**src/rtl/burnin_pkg.sv**
```systemverilog
// Shared types for the burn-in sync generator.
// Assumes: three timings, picked by two select bits; the middle-rate select has priority.
package burnin_pkg;

    typedef enum logic [1:0] {
        MODE_FAST = 2'd0,
        MODE_MID  = 2'd1,
        MODE_SLOW = 2'd2
    } rate_mode_e;

    typedef enum logic [1:0] {
        PAT_HATCH = 2'b00,
        PAT_WHITE = 2'b01,
        PAT_INV   = 2'b10,
        PAT_BLACK = 2'b11
    } pat_kind_e;

    // Decode the two rate selects; the middle select wins over the fast select.
    function automatic rate_mode_e pick_mode(input logic sel_mid, input logic sel_hi);
        if (sel_mid)     return MODE_MID;
        else if (sel_hi) return MODE_FAST;
        else             return MODE_SLOW;
    endfunction

endpackage

```
**src/rtl/bis_timebase.sv**
```systemverilog
// Line and frame counters for the free-running timing.
// Assumes: last-index inputs may change at any clock; a counter at or past
// its last index wraps to 0 on the next clock. Counters hold at 0 while run_i is low.
module bis_timebase #(
    parameter int HW = 9,
    parameter int VW = 10
) (
    input  logic          clk,
    input  logic          rst_n,
    input  logic          run_i,
    input  logic [HW-1:0] line_last_i,
    input  logic [VW-1:0] frame_last_i,
    output logic [HW-1:0] hcnt_o,
    output logic [VW-1:0] vcnt_o
);

    logic [HW-1:0] hcnt_q;
    logic [VW-1:0] vcnt_q;

    // Advance the clock-in-line counter, and the line counter at each line wrap.
    always_ff @(posedge clk) begin
        if (!rst_n || !run_i) begin
            hcnt_q <= '0;
            vcnt_q <= '0;
        end else if (hcnt_q >= line_last_i) begin
            hcnt_q <= '0;
            if (vcnt_q >= frame_last_i) vcnt_q <= '0;
            else                        vcnt_q <= vcnt_q + VW'(1);
        end else begin
            hcnt_q <= hcnt_q + HW'(1);
        end
    end

    assign hcnt_o = hcnt_q;
    assign vcnt_o = vcnt_q;


    line_step_chk: assert property (@(posedge clk) disable iff (!rst_n)
        (run_i && hcnt_q < line_last_i) |=> (hcnt_q == $past(hcnt_q) + HW'(1)));


    line_hold_chk: assert property (@(posedge clk) disable iff (!rst_n)
        (run_i && hcnt_q < line_last_i) |=> $stable(vcnt_q));


    idle_hold_chk: assert property (@(posedge clk) disable iff (!rst_n)
        !run_i |=> (hcnt_q == '0 && vcnt_q == '0));

endmodule

```
**src/rtl/bis_pattern.sv**
```systemverilog
// One-bit test pattern drawn from the line and frame counters.
// Assumes: columns are colw_i clocks wide and rows are rowh_i lines high, both
// at least 1; GRID vertical and GRID horizontal lines; low in blanking.
module bis_pattern
    import burnin_pkg::*;
#(
    parameter int HW       = 9,
    parameter int VW       = 10,
    parameter int GRID     = 8,
    parameter int HS_W     = 16,
    parameter int VS_LINES = 4
) (
    input  logic [HW-1:0] hcnt_i,
    input  logic [VW-1:0] vcnt_i,
    input  logic [HW-1:0] colw_i,
    input  logic [VW-1:0] rowh_i,
    input  logic [1:0]    sel_i,
    input  logic          en_i,
    output logic          pat_o
);

    logic [HW-1:0]   hoff;
    logic [VW-1:0]   voff;
    logic            active;
    logic [GRID-1:0] col_hit;
    logic [GRID-1:0] row_hit;
    logic            grid;

    assign hoff   = hcnt_i - HW'(HS_W);
    assign voff   = vcnt_i - VW'(VS_LINES);
    assign active = (hcnt_i >= HW'(HS_W)) && (vcnt_i >= VW'(VS_LINES));

    // One comparator per grid line, on each axis.
    for (genvar k = 0; k < GRID; k++) begin : g_grid
        localparam logic [HW-1:0] KH = HW'(k);
        localparam logic [VW-1:0] KV = VW'(k);
        assign col_hit[k] = (hoff == KH * colw_i);
        assign row_hit[k] = (voff == KV * rowh_i);
    end

    assign grid = (|col_hit) || (|row_hit);

    // Pick the picture content inside the active area.
    always_comb begin
        pat_o = 1'b0;
        if (en_i && active) begin
            case (pat_kind_e'(sel_i))
                PAT_HATCH: pat_o = grid;
                PAT_WHITE: pat_o = 1'b1;
                PAT_INV:   pat_o = !grid;
                default:   pat_o = 1'b0;
            endcase
        end
    end

endmodule

```
**src/rtl/burnin_sync_gen.sv**
```systemverilog
// Burn-in sync and test pattern generator: free-running H/V sync with
// three selectable timings, programmable polarity and a locked test pattern.
// Assumes: HS_W < every line length, VS_LINES < every frame length,
// and each active span is at least GRID units long.
module burnin_sync_gen
    import burnin_pkg::*;
#(
    parameter int LINE_FAST  = 125,
    parameter int LINE_MID   = 167,
    parameter int LINE_SLOW  = 257,
    parameter int FRAME_FAST = 1024,
    parameter int FRAME_MID  = 640,
    parameter int FRAME_SLOW = 512,
    parameter int HS_W       = 16,
    parameter int VS_LINES   = 4,
    parameter int GRID       = 8
) (
    input  logic       clk,
    input  logic       rst_n,
    input  logic       self_en_i,
    input  logic       pat_en_i,
    input  logic       rate_hi_i,
    input  logic       rate_mid_i,
    input  logic [1:0] pat_sel_i,
    input  logic       hpol_i,
    input  logic       vpol_i,
    output logic       hsync_o,
    output logic       vsync_o,
    output logic       pat_o
);

    localparam int LINE_MAX  = (LINE_FAST > LINE_MID)
                             ? ((LINE_FAST > LINE_SLOW) ? LINE_FAST : LINE_SLOW)
                             : ((LINE_MID > LINE_SLOW) ? LINE_MID : LINE_SLOW);
    localparam int FRAME_MAX = (FRAME_FAST > FRAME_MID)
                             ? ((FRAME_FAST > FRAME_SLOW) ? FRAME_FAST : FRAME_SLOW)
                             : ((FRAME_MID > FRAME_SLOW) ? FRAME_MID : FRAME_SLOW);
    localparam int HW = $clog2(LINE_MAX);
    localparam int VW = $clog2(FRAME_MAX);

    localparam int COLW_FAST = (LINE_FAST - HS_W) / GRID;
    localparam int COLW_MID  = (LINE_MID  - HS_W) / GRID;
    localparam int COLW_SLOW = (LINE_SLOW - HS_W) / GRID;
    localparam int ROWH_FAST = (FRAME_FAST - VS_LINES) / GRID;
    localparam int ROWH_MID  = (FRAME_MID  - VS_LINES) / GRID;
    localparam int ROWH_SLOW = (FRAME_SLOW - VS_LINES) / GRID;

    logic [HW-1:0] line_last;
    logic [VW-1:0] frame_last;
    logic [HW-1:0] colw;
    logic [VW-1:0] rowh;
    logic [HW-1:0] hcnt;
    logic [VW-1:0] vcnt;
    logic          hs_act;
    logic          vs_act;

    // Map the rate selects onto line/frame limits and grid spacing.
    always_comb begin
        case (pick_mode(rate_mid_i, rate_hi_i))
            MODE_FAST: begin
                line_last  = HW'(LINE_FAST - 1);
                frame_last = VW'(FRAME_FAST - 1);
                colw       = HW'(COLW_FAST);
                rowh       = VW'(ROWH_FAST);
            end
            MODE_MID: begin
                line_last  = HW'(LINE_MID - 1);
                frame_last = VW'(FRAME_MID - 1);
                colw       = HW'(COLW_MID);
                rowh       = VW'(ROWH_MID);
            end
            default: begin
                line_last  = HW'(LINE_SLOW - 1);
                frame_last = VW'(FRAME_SLOW - 1);
                colw       = HW'(COLW_SLOW);
                rowh       = VW'(ROWH_SLOW);
            end
        endcase
    end

    bis_timebase #(.HW(HW), .VW(VW)) u_timebase (
        .clk          (clk),
        .rst_n        (rst_n),
        .run_i        (self_en_i),
        .line_last_i  (line_last),
        .frame_last_i (frame_last),
        .hcnt_o       (hcnt),
        .vcnt_o       (vcnt)
    );

    bis_pattern #(
        .HW(HW), .VW(VW), .GRID(GRID), .HS_W(HS_W), .VS_LINES(VS_LINES)
    ) u_pattern (
        .hcnt_i (hcnt),
        .vcnt_i (vcnt),
        .colw_i (colw),
        .rowh_i (rowh),
        .sel_i  (pat_sel_i),
        .en_i   (self_en_i && pat_en_i),
        .pat_o  (pat_o)
    );

    // Sync pulses from the counter windows, then apply the requested polarity.
    assign hs_act  = self_en_i && (hcnt < HW'(HS_W));
    assign vs_act  = self_en_i && (vcnt < VW'(VS_LINES));
    assign hsync_o = !(hs_act ^ hpol_i);
    assign vsync_o = !(vs_act ^ vpol_i);


    pattern_gate_chk: assert property (@(posedge clk) disable iff (!rst_n)
        !(self_en_i && pat_en_i) |-> !pat_o);


    blank_low_chk: assert property (@(posedge clk) disable iff (!rst_n)
        (hcnt < HW'(HS_W) || vcnt < VW'(VS_LINES)) |-> !pat_o);

endmodule

```
**config.mk**
```make
export PLATFORM = sky130hd
export DESIGN_NAME = burnin_sync_gen
export DESIGN_NICKNAME = d
export VERILOG_FILES = /design/src/rtl/burnin_pkg.sv /design/src/rtl/bis_timebase.sv /design/src/rtl/bis_pattern.sv /design/src/rtl/burnin_sync_gen.sv
export SDC_FILE = /design/constraint.sdc
export NUM_CORES = 1
export LEC_CHECK = 0
export CORE_ASPECT_RATIO = 0.6
export CORE_MARGIN = 5
export CORE_UTILIZATION = 30
export DETAILED_ROUTE_END_ITERATION = 16
export HOLD_SLACK_MARGIN = 0.06
export SLEW_MARGIN = 5
export SYNTH_ARGS = -nofsm -noshare
export SYNTH_HDL_FRONTEND = slang
export SYNTH_HIERARCHICAL = 1
export SYNTH_SLANG_ARGS = --single-unit
```
**constraint.sdc**
```tcl
create_clock -name clk -period 7.4 [get_ports clk]
set_input_delay 1.48 -clock clk [delete_from_list [all_inputs] [get_ports clk]]
set_output_delay 1.48 -clock clk [all_outputs]
set_load 0.1 [all_outputs]
```
==> results of run 1 <==
## metrics by stage
| step | hold slack [ns] | total power, µW | worst slack (ns) | utilization [%] |
|---|---|---|---|---|
| global route | 0.640 | 630 | 0.204 | 35.7 |
| finish | 0.588 | 575 | 0.542 | 35.7 |
| global placement | 0.564 | 452 | 0.621 | 35.3 |
| floorplan | 0.505 | 400 | 0.284 | - |
| detailed placement | 0.570 | 453 | 0.484 | 35.3 |
| CTS | 0.584 | 566 | 0.508 | 35.7 |
## cells in the mapped netlist, types with 3 or more instances
cell       n  share of area [%]
a21o_1     7               0.98
and3_1     5               0.58
nand3_1   16                1.5
o21bai_1   5               0.70
nand4_1    9                1.1
nand2b_1   6               0.70
o2bb2a_4   6                2.2
and2_1     3               0.35
ha_1      79                 18
nor2b_1    6               0.70
clkbuf_1   8               0.56
o21ai_0   10               0.93
xnor3_1    6                2.5
xnor2_1   99                 16
o31ai_2    6                1.4
dfxtp_1   19                7.1
and4_1     3               0.49
or4_1      3               0.42
nor4_1    19                2.2
fa_1      19                7.1
inv_1     40                2.8
nand2_1   27                1.9
a211oi_1   6               0.84
o21a_1     6               0.84
nor2_1    37                2.6
xor2_1    51                8.3
a21oi_1   27                2.5
o21ai_1    4               0.37
nor3b_1    3               0.42
nor3_1     6               0.56
xnor2_4    3                1.5
## registers in the layout (all words and copies together) (netlist names)
name / cells
u_timebase/vcnt_o: 10
u_timebase/hcnt_o: 9
## cells by family (layout without fill, tap and decap cells)
logic type	count (synthesis)	after routing	share of synthesized area [%]
AOI/OAI and AO/OA	104	104	15.8
xor gates and xnor gates	163	163	29.9
adders and majority gates	98	98	25.5
buffers and inverters	51	64	3.60
DFF	19	19	7.10
other	2	81	0.140
and+or+nand+nor	165	165	17.9
## power groups by stage
stage / logic (µW) / registers, µW / clock network [µW]
finish: 359 / 105 / 111
global route: 406 / 105 / 119
CTS: 348 / 105 / 113
detailed placement: 346 / 107 / 0
global placement: 346 / 107 / 0
floorplan: 294 / 106 / 0
## routing by layer
metal / up-vias / GRT usage, % / wire length, µm
li1: 2230 / - / -
met4: 0 / 0.450 / 19
met3: 2 / 1.15 / 438
met5: - / 0 / 0
met1: 1902 / 20.0 / 7010
met2: 55 / 15.7 / 4360
## critical path, cell delays in order
cell and delay, ns:
clkdlybuf4s50_1 0.55, nor2b_1 0.08, inv_1 0.34, buf_4 0.30, ha_1 0.26, ha_1 0.23
fa_1 0.40, a21o_1 0.17, a21oi_1 0.17, xnor2_1 0.10, xnor2_1 0.14, nor3_1 0.06
nor4_1 0.27, and3_4 0.22, nand4_1 0.15, a21oi_4 0.24, buf_12 0.19
## layout make-up
cell class	instances	share of cell area [%]
sequential	19	6.15
clock buffer	4	1.28
multi-input combinational	611	82.3
tap	234	4.74
timing repair buffer	20	3.08
inverter	40	2.43
## how the worst min path moves through the flow
stage	startpoint	endpoint	slack (ns)	cells past startpoint
final	u_timebase/hcnt_o[0]	u_timebase/hcnt_o[0]	0.59	1
after global routing	u_timebase/hcnt_o[0]	u_timebase/hcnt_o[0]	0.64	1
after CTS	u_timebase/hcnt_o[0]	u_timebase/hcnt_o[0]	0.58	1
after detailed placement	u_timebase/hcnt_o[0]	u_timebase/hcnt_o[0]	0.57	1
after global placement	u_timebase/hcnt_o[0]	u_timebase/hcnt_o[0]	0.56	1
after floorplan	u_timebase/hcnt_o[0]	u_timebase/hcnt_o[0]	0.51	1
## layout by cell type, fill, tap and decap left out, drive strengths merged, types with 20 or more instances in the layout
master	instances
nor4	20
conb	81
ha	79
xnor2	103
xor2	53
a21oi	29
inv	40
nand2	28
nor2	39
==> impl_metrics.json, run 1 <==
{
  "ys_seq_area_share_pct": 7.10,
  "regArea_um2": 380,
  "fin_worst_skew_ns": 0.00290,
  "yosysWarnings": 6,
  "hold_viol": 0,
  "finalInstanceArea_um2": 6180,
  "cts_setup_buffers": 0,
  "tns_ns": 0,
  "synth_edf_count": 0,
  "final.min_clock_period_ns": 6.86,
  "clkSinkCount": 19,
  "clockBufferDepth": 2,
  "numCtsBuffers": 3,
  "end_kind": "primary output",
  "drtIter0Drc": 175,
  "drive_gt1_share_pct": 7.49,
  "synth_ff_type": "dfxtp_1",
  "ir_worst_vdd_mv": 0.114,
  "grt_usage_pct": 11.6,
  "avgViaCountPerCell": 4.51,
  "path_class": "in2out",
  "routed_wl_um": 11800,
  "antenna_left": 0,
  "dieArea_um2": 20700,
  "syn_to_final_growth_pct": 15.4,
  "worst-r2r-setup-slack_ns": 5.22,
  "grt_pass1_wl_um": 20400,
  "instances_no_fill": 928,
  "startpoint": "rate_mid_i",
  "netlist_instances": 602,
  "tightest_slew_ns": 0.969,
  "cts_tree": "done",
  "grt_pass1_vias": 3931,
  "cts.clk_slew.worst_paths_ns": 0.05,
  "insertion_delay_ns": 0.25,
  "crit_arrival_ns": 5.38,
  "clock.fmax_ghz": 0.146,
  "dp.cells": 924,
  "diodes": 0,
  "wl_per_cell_um": 12.7,
  "placementRows": 37,
  "synthArstFlopShare_pct": 0,
  "vias": 4189,
  "intPower_uw": 346,
  "worstReg2RegEnd": "u_timebase/vcnt_o[7]",
  "sw_frac_of_total_pct": 39.8,
  "cts-root-buf": "clkbuf_16",
  "worstRegToRegCells": 6,
  "avgSynthCellArea_um2": 8.90,
  "drtPass1Iterations": 4,
  "drv_cap": 0,
  "nNetsFinal": 803,
  "power_frac_comb_pct": 62.5,
  "grt_setup_unrepaired": "false",
  "status": "complete, no violations",
  "powerDensity_nw_per_um2": 93.0,
  "required_ns": 5.92,
  "cts_max_level": 1,
  "antenna_found_initial": 0,
  "cts_hold_repair.buffers": 0,
  "fin_crit_sh_pct": 92.7,
  "maxSlewViolCount": 0,
  "dpl_cell_area_um2": 6100,
  "p_seq_share_pct": 18.2,
  "p_sw_uw": 229,
  "die_h_um": 114,
  "fill_cells": 1818,
  "core_um2": 17300,
  "fp.dieW_um": 183,
  "netlist-cell-type-count": 77,
  "grt-ovfl-total": 0,
  "clock_power_share_pct": 19.3,
  "multi_input_area_um2": 5090,
  "synth-seq-cells": 19,
  "port_buffers": 12,
  "syn-cell-area_um2": 5360,
  "hold_path.class": "reg2reg",
  "initial_utilization_pct": 31.0,
  "ioPinCount": 13,
  "drc_errors": 0,
  "r2r_start": "u_timebase/hcnt_o[2]",
  "path_max_fanout": 10,
  "leakagePower_uw": 0.00268,
  "final-setup-viol-count": 0,
  "ctsResizeCount": 0,
  "worstSetupEndpoint": "pat_o",
  "slew-limit-headroom_pct": 35.2,
  "hpwlAfterDp_um": 9940,
  "critPathLaunchType": "input pin",
  "place_congestion": 0.863,
  "grt_max_degree": 22
}
Power figures use the tool's default switching activity.
==> run 2: changes to the inputs <==
- CORE_MARGIN: 5 -> 1.5
- SLEW_MARGIN: 5 -> 25
==> run 2 against run 1 <==
Compared with the run above:
- register-to-register slack barely moved
- wire length fell by 0.54%
- largest cell class unchanged
- design area did not move
- highest routed layer unchanged
- critical path depth did not move
- final cell count did not move
- count of clock-buffer cells in the layout did not move
==> impl_metrics.json, run 2 (same netlist as run 1, synthesis figures left out) <==
{
  "worst-r2r-setup-slack_ns": 5.23,
  "path_max_fanout": 10,
  "ctsResizeCount": 0,
  "initial_utilization_pct": 31.0,
  "leakagePower_uw": 0.00268,
  "power_frac_comb_pct": 61.9,
  "tns_ns": 0,
  "fp.dieW_um": 176,
  "hpwlAfterDp_um": 9870,
  "use_met3_pct": 0.715,
  "ir_worst_vdd_mv": 0.0631,
  "hold_start": "u_timebase/hcnt_o[0]",
  "cp_slowest_cell": "clkdlybuf4s50_1",
  "dpl_cell_area_um2": 6100,
  "final.min_clock_period_ns": 6.86,
  "critPathLaunchType": "input pin",
  "grt_setup_unrepaired": "false",
  "maxSlewViolCount": 0,
  "final_common_cell": "xnor2_1",
  "multi_input_area_um2": 5090,
  "path_buf_inv": 4,
  "p_sw_uw": 228,
  "ioPinCount": 13,
  "antenna_found_initial": 0,
  "final-setup-viol-count": 0,
  "grt_use_met2_pct": 18.2,
  "vias": 4214,
  "diodes": 0,
  "antenna_left": 0,
  "clock_power_share_pct": 19.8,
  "tightest_slew_ns": 0.970,
  "cts_tree": "done",
  "regArea_um2": 380,
  "powerDensity_nw_per_um2": 92.9,
  "final_core_util_pct": 35.7,
  "whs_path_depth": 1,
  "p_seq_share_pct": 18.2,
  "startpoint": "rate_mid_i",
  "routed_wl_um": 11800,
  "max_stage_delay_ns": 0.55,
  "place_congestion": 0.825,
  "die_h_um": 107,
  "fin_crit_sh_pct": 92.7,
  "avgViaCountPerCell": 4.54,
  "cts_hold_repair.buffers": 0,
  "sw_frac_of_total_pct": 39.7,
  "drive_gt1_share_pct": 7.49,
  "slew-limit-headroom_pct": 35.1,
  "finalInstanceArea_um2": 6180,
  "cts-root-buf": "clkbuf_16",
  "cts.clk_slew.worst_paths_ns": 0.05,
  "grt_pass1_wl_um": 20300,
  "crit_path_cell_trace": "clkdlybuf4s50_1, nor2b_1, inv_1, buf_4, ha_1, ha_1, fa_1, a21o_1, a21oi_1, xnor2_1, xnor2_1, nor3_1, nor4_1, and3_4, nand4_1, a21oi_4, buf_12",
  "drtIter0Drc": 191,
  "insertion_delay_ns": 0.26,
  "final_cell_mix": "xnor2_1 (99), conb_1 (81), ha_1 (79), xor2_1 (51), inv_1 (39)",
  "nNetsFinal": 803,
  "grt_pass1_vias": 4022,
  "core_um2": 17300,
  "clockBufferDepth": 2,
  "cts_max_level": 1,
  "largest_reg_flops": 10,
  "fin_worst_skew_ns": 0.00682,
  "drtPass1Iterations": 4,
  "crit_arrival_ns": 5.38,
  "grt.busiest_layer": "met1",
  "wl_per_cell_um": 12.7,
  "r2r_start": "u_timebase/vcnt_o[7]",
  "drv_cap": 0,
  "numCtsBuffers": 3,
  "worstReg2RegEnd": "u_timebase/vcnt_o[2]",
  "worstRegToRegCells": 7,
  "clock.fmax_ghz": 0.146,
  "drc_errors": 0,
  "use_met1_pct": 22.2,
  "hold_viol": 0,
  "intPower_uw": 346,
  "syn_to_final_growth_pct": 15.4,
  "required_ns": 5.92,
  "fill_cells": 1830,
  "dieArea_um2": 18700,
  "port_buffers": 12,
  "placementRows": 37,
  "critPathTopFamily": "buffers and inverters",
  "min_delay_worst_endpoint": "u_timebase/hcnt_o[0]",
  "grt_usage_pct": 13.2,
  "status": "complete, no violations",
  "hold_path.class": "reg2reg",
  "clkSinkCount": 19,
  "grt_max_degree": 21,
  "path_class": "in2out",
  "grt-ovfl-total": 0,
  "cts_setup_buffers": 0,
  "end_kind": "primary output"
}
-- run 2: cell counts in the layout (fill, tap and decap cells not counted) --
No cell type changed its count.
-- run 2: metal layers --
metal	routed length [µm]	part of all wire, %	vias up
li1	-	-	2226
met5	0	0	-
met4	46	0.39	0
met1	7060	60	1936
met2	4340	37	47
met3	312	2.7	5
-- run 2: how the worst max path moves through the flow --
stage | to | slack [ns] | cells past startpoint
2_1_floorplan | pat_o | 0.28 | 13
3_3_place_gp | pat_o | 0.62 | 17
3_5_place_dp | pat_o | 0.52 | 17
4_1_cts | pat_o | 0.51 | 17
5_1_grt | pat_o | 0.21 | 17
6_report | pat_o | 0.54 | 17
-- run 2: power groups by stage --
stage	Combinational, µW	Sequential [µW]	Clock [µW]
finish	356	105	114
global route	402	105	119
CTS	346	105	116
detailed placement	343	107	0
global placement	342	107	0
floorplan	294	106	0
-- run 2: area by class of cell --
| cell class | count | share of cell area [%] |
|---|---|---|
| Tap cell | 234 | 4.74 |
| Clock buffer | 4 | 1.28 |
| Timing Repair Buffer | 20 | 3.08 |
| Multi-Input combinational cell | 611 | 82.3 |
| Inverter | 40 | 2.43 |
| Sequential cell | 19 | 6.15 |
-- run 2: per-stage QoR --
stage | worst slack [ns] | power (µW) | hold WS (ns) | instances
floorplan | 0.284 | 400 | 0.505 | 681
global placement | 0.622 | 449 | 0.573 | 924
detailed placement | 0.519 | 450 | 0.586 | 924
finish | 0.543 | 574 | 0.584 | 928
global route | 0.215 | 626 | 0.630 | 928
CTS | 0.506 | 566 | 0.600 | 928
-- run 2: worst register-to-register path, cell delays in order (launching register included) --
cell and delay [ns]:
dfxtp_1 0.74, ha_1 0.37, nand4_1 0.15, nor2_1 0.10, a21oi_4 0.20, nand2_2 0.20, o21ai_1 0.19, o2bb2ai_1 0.14
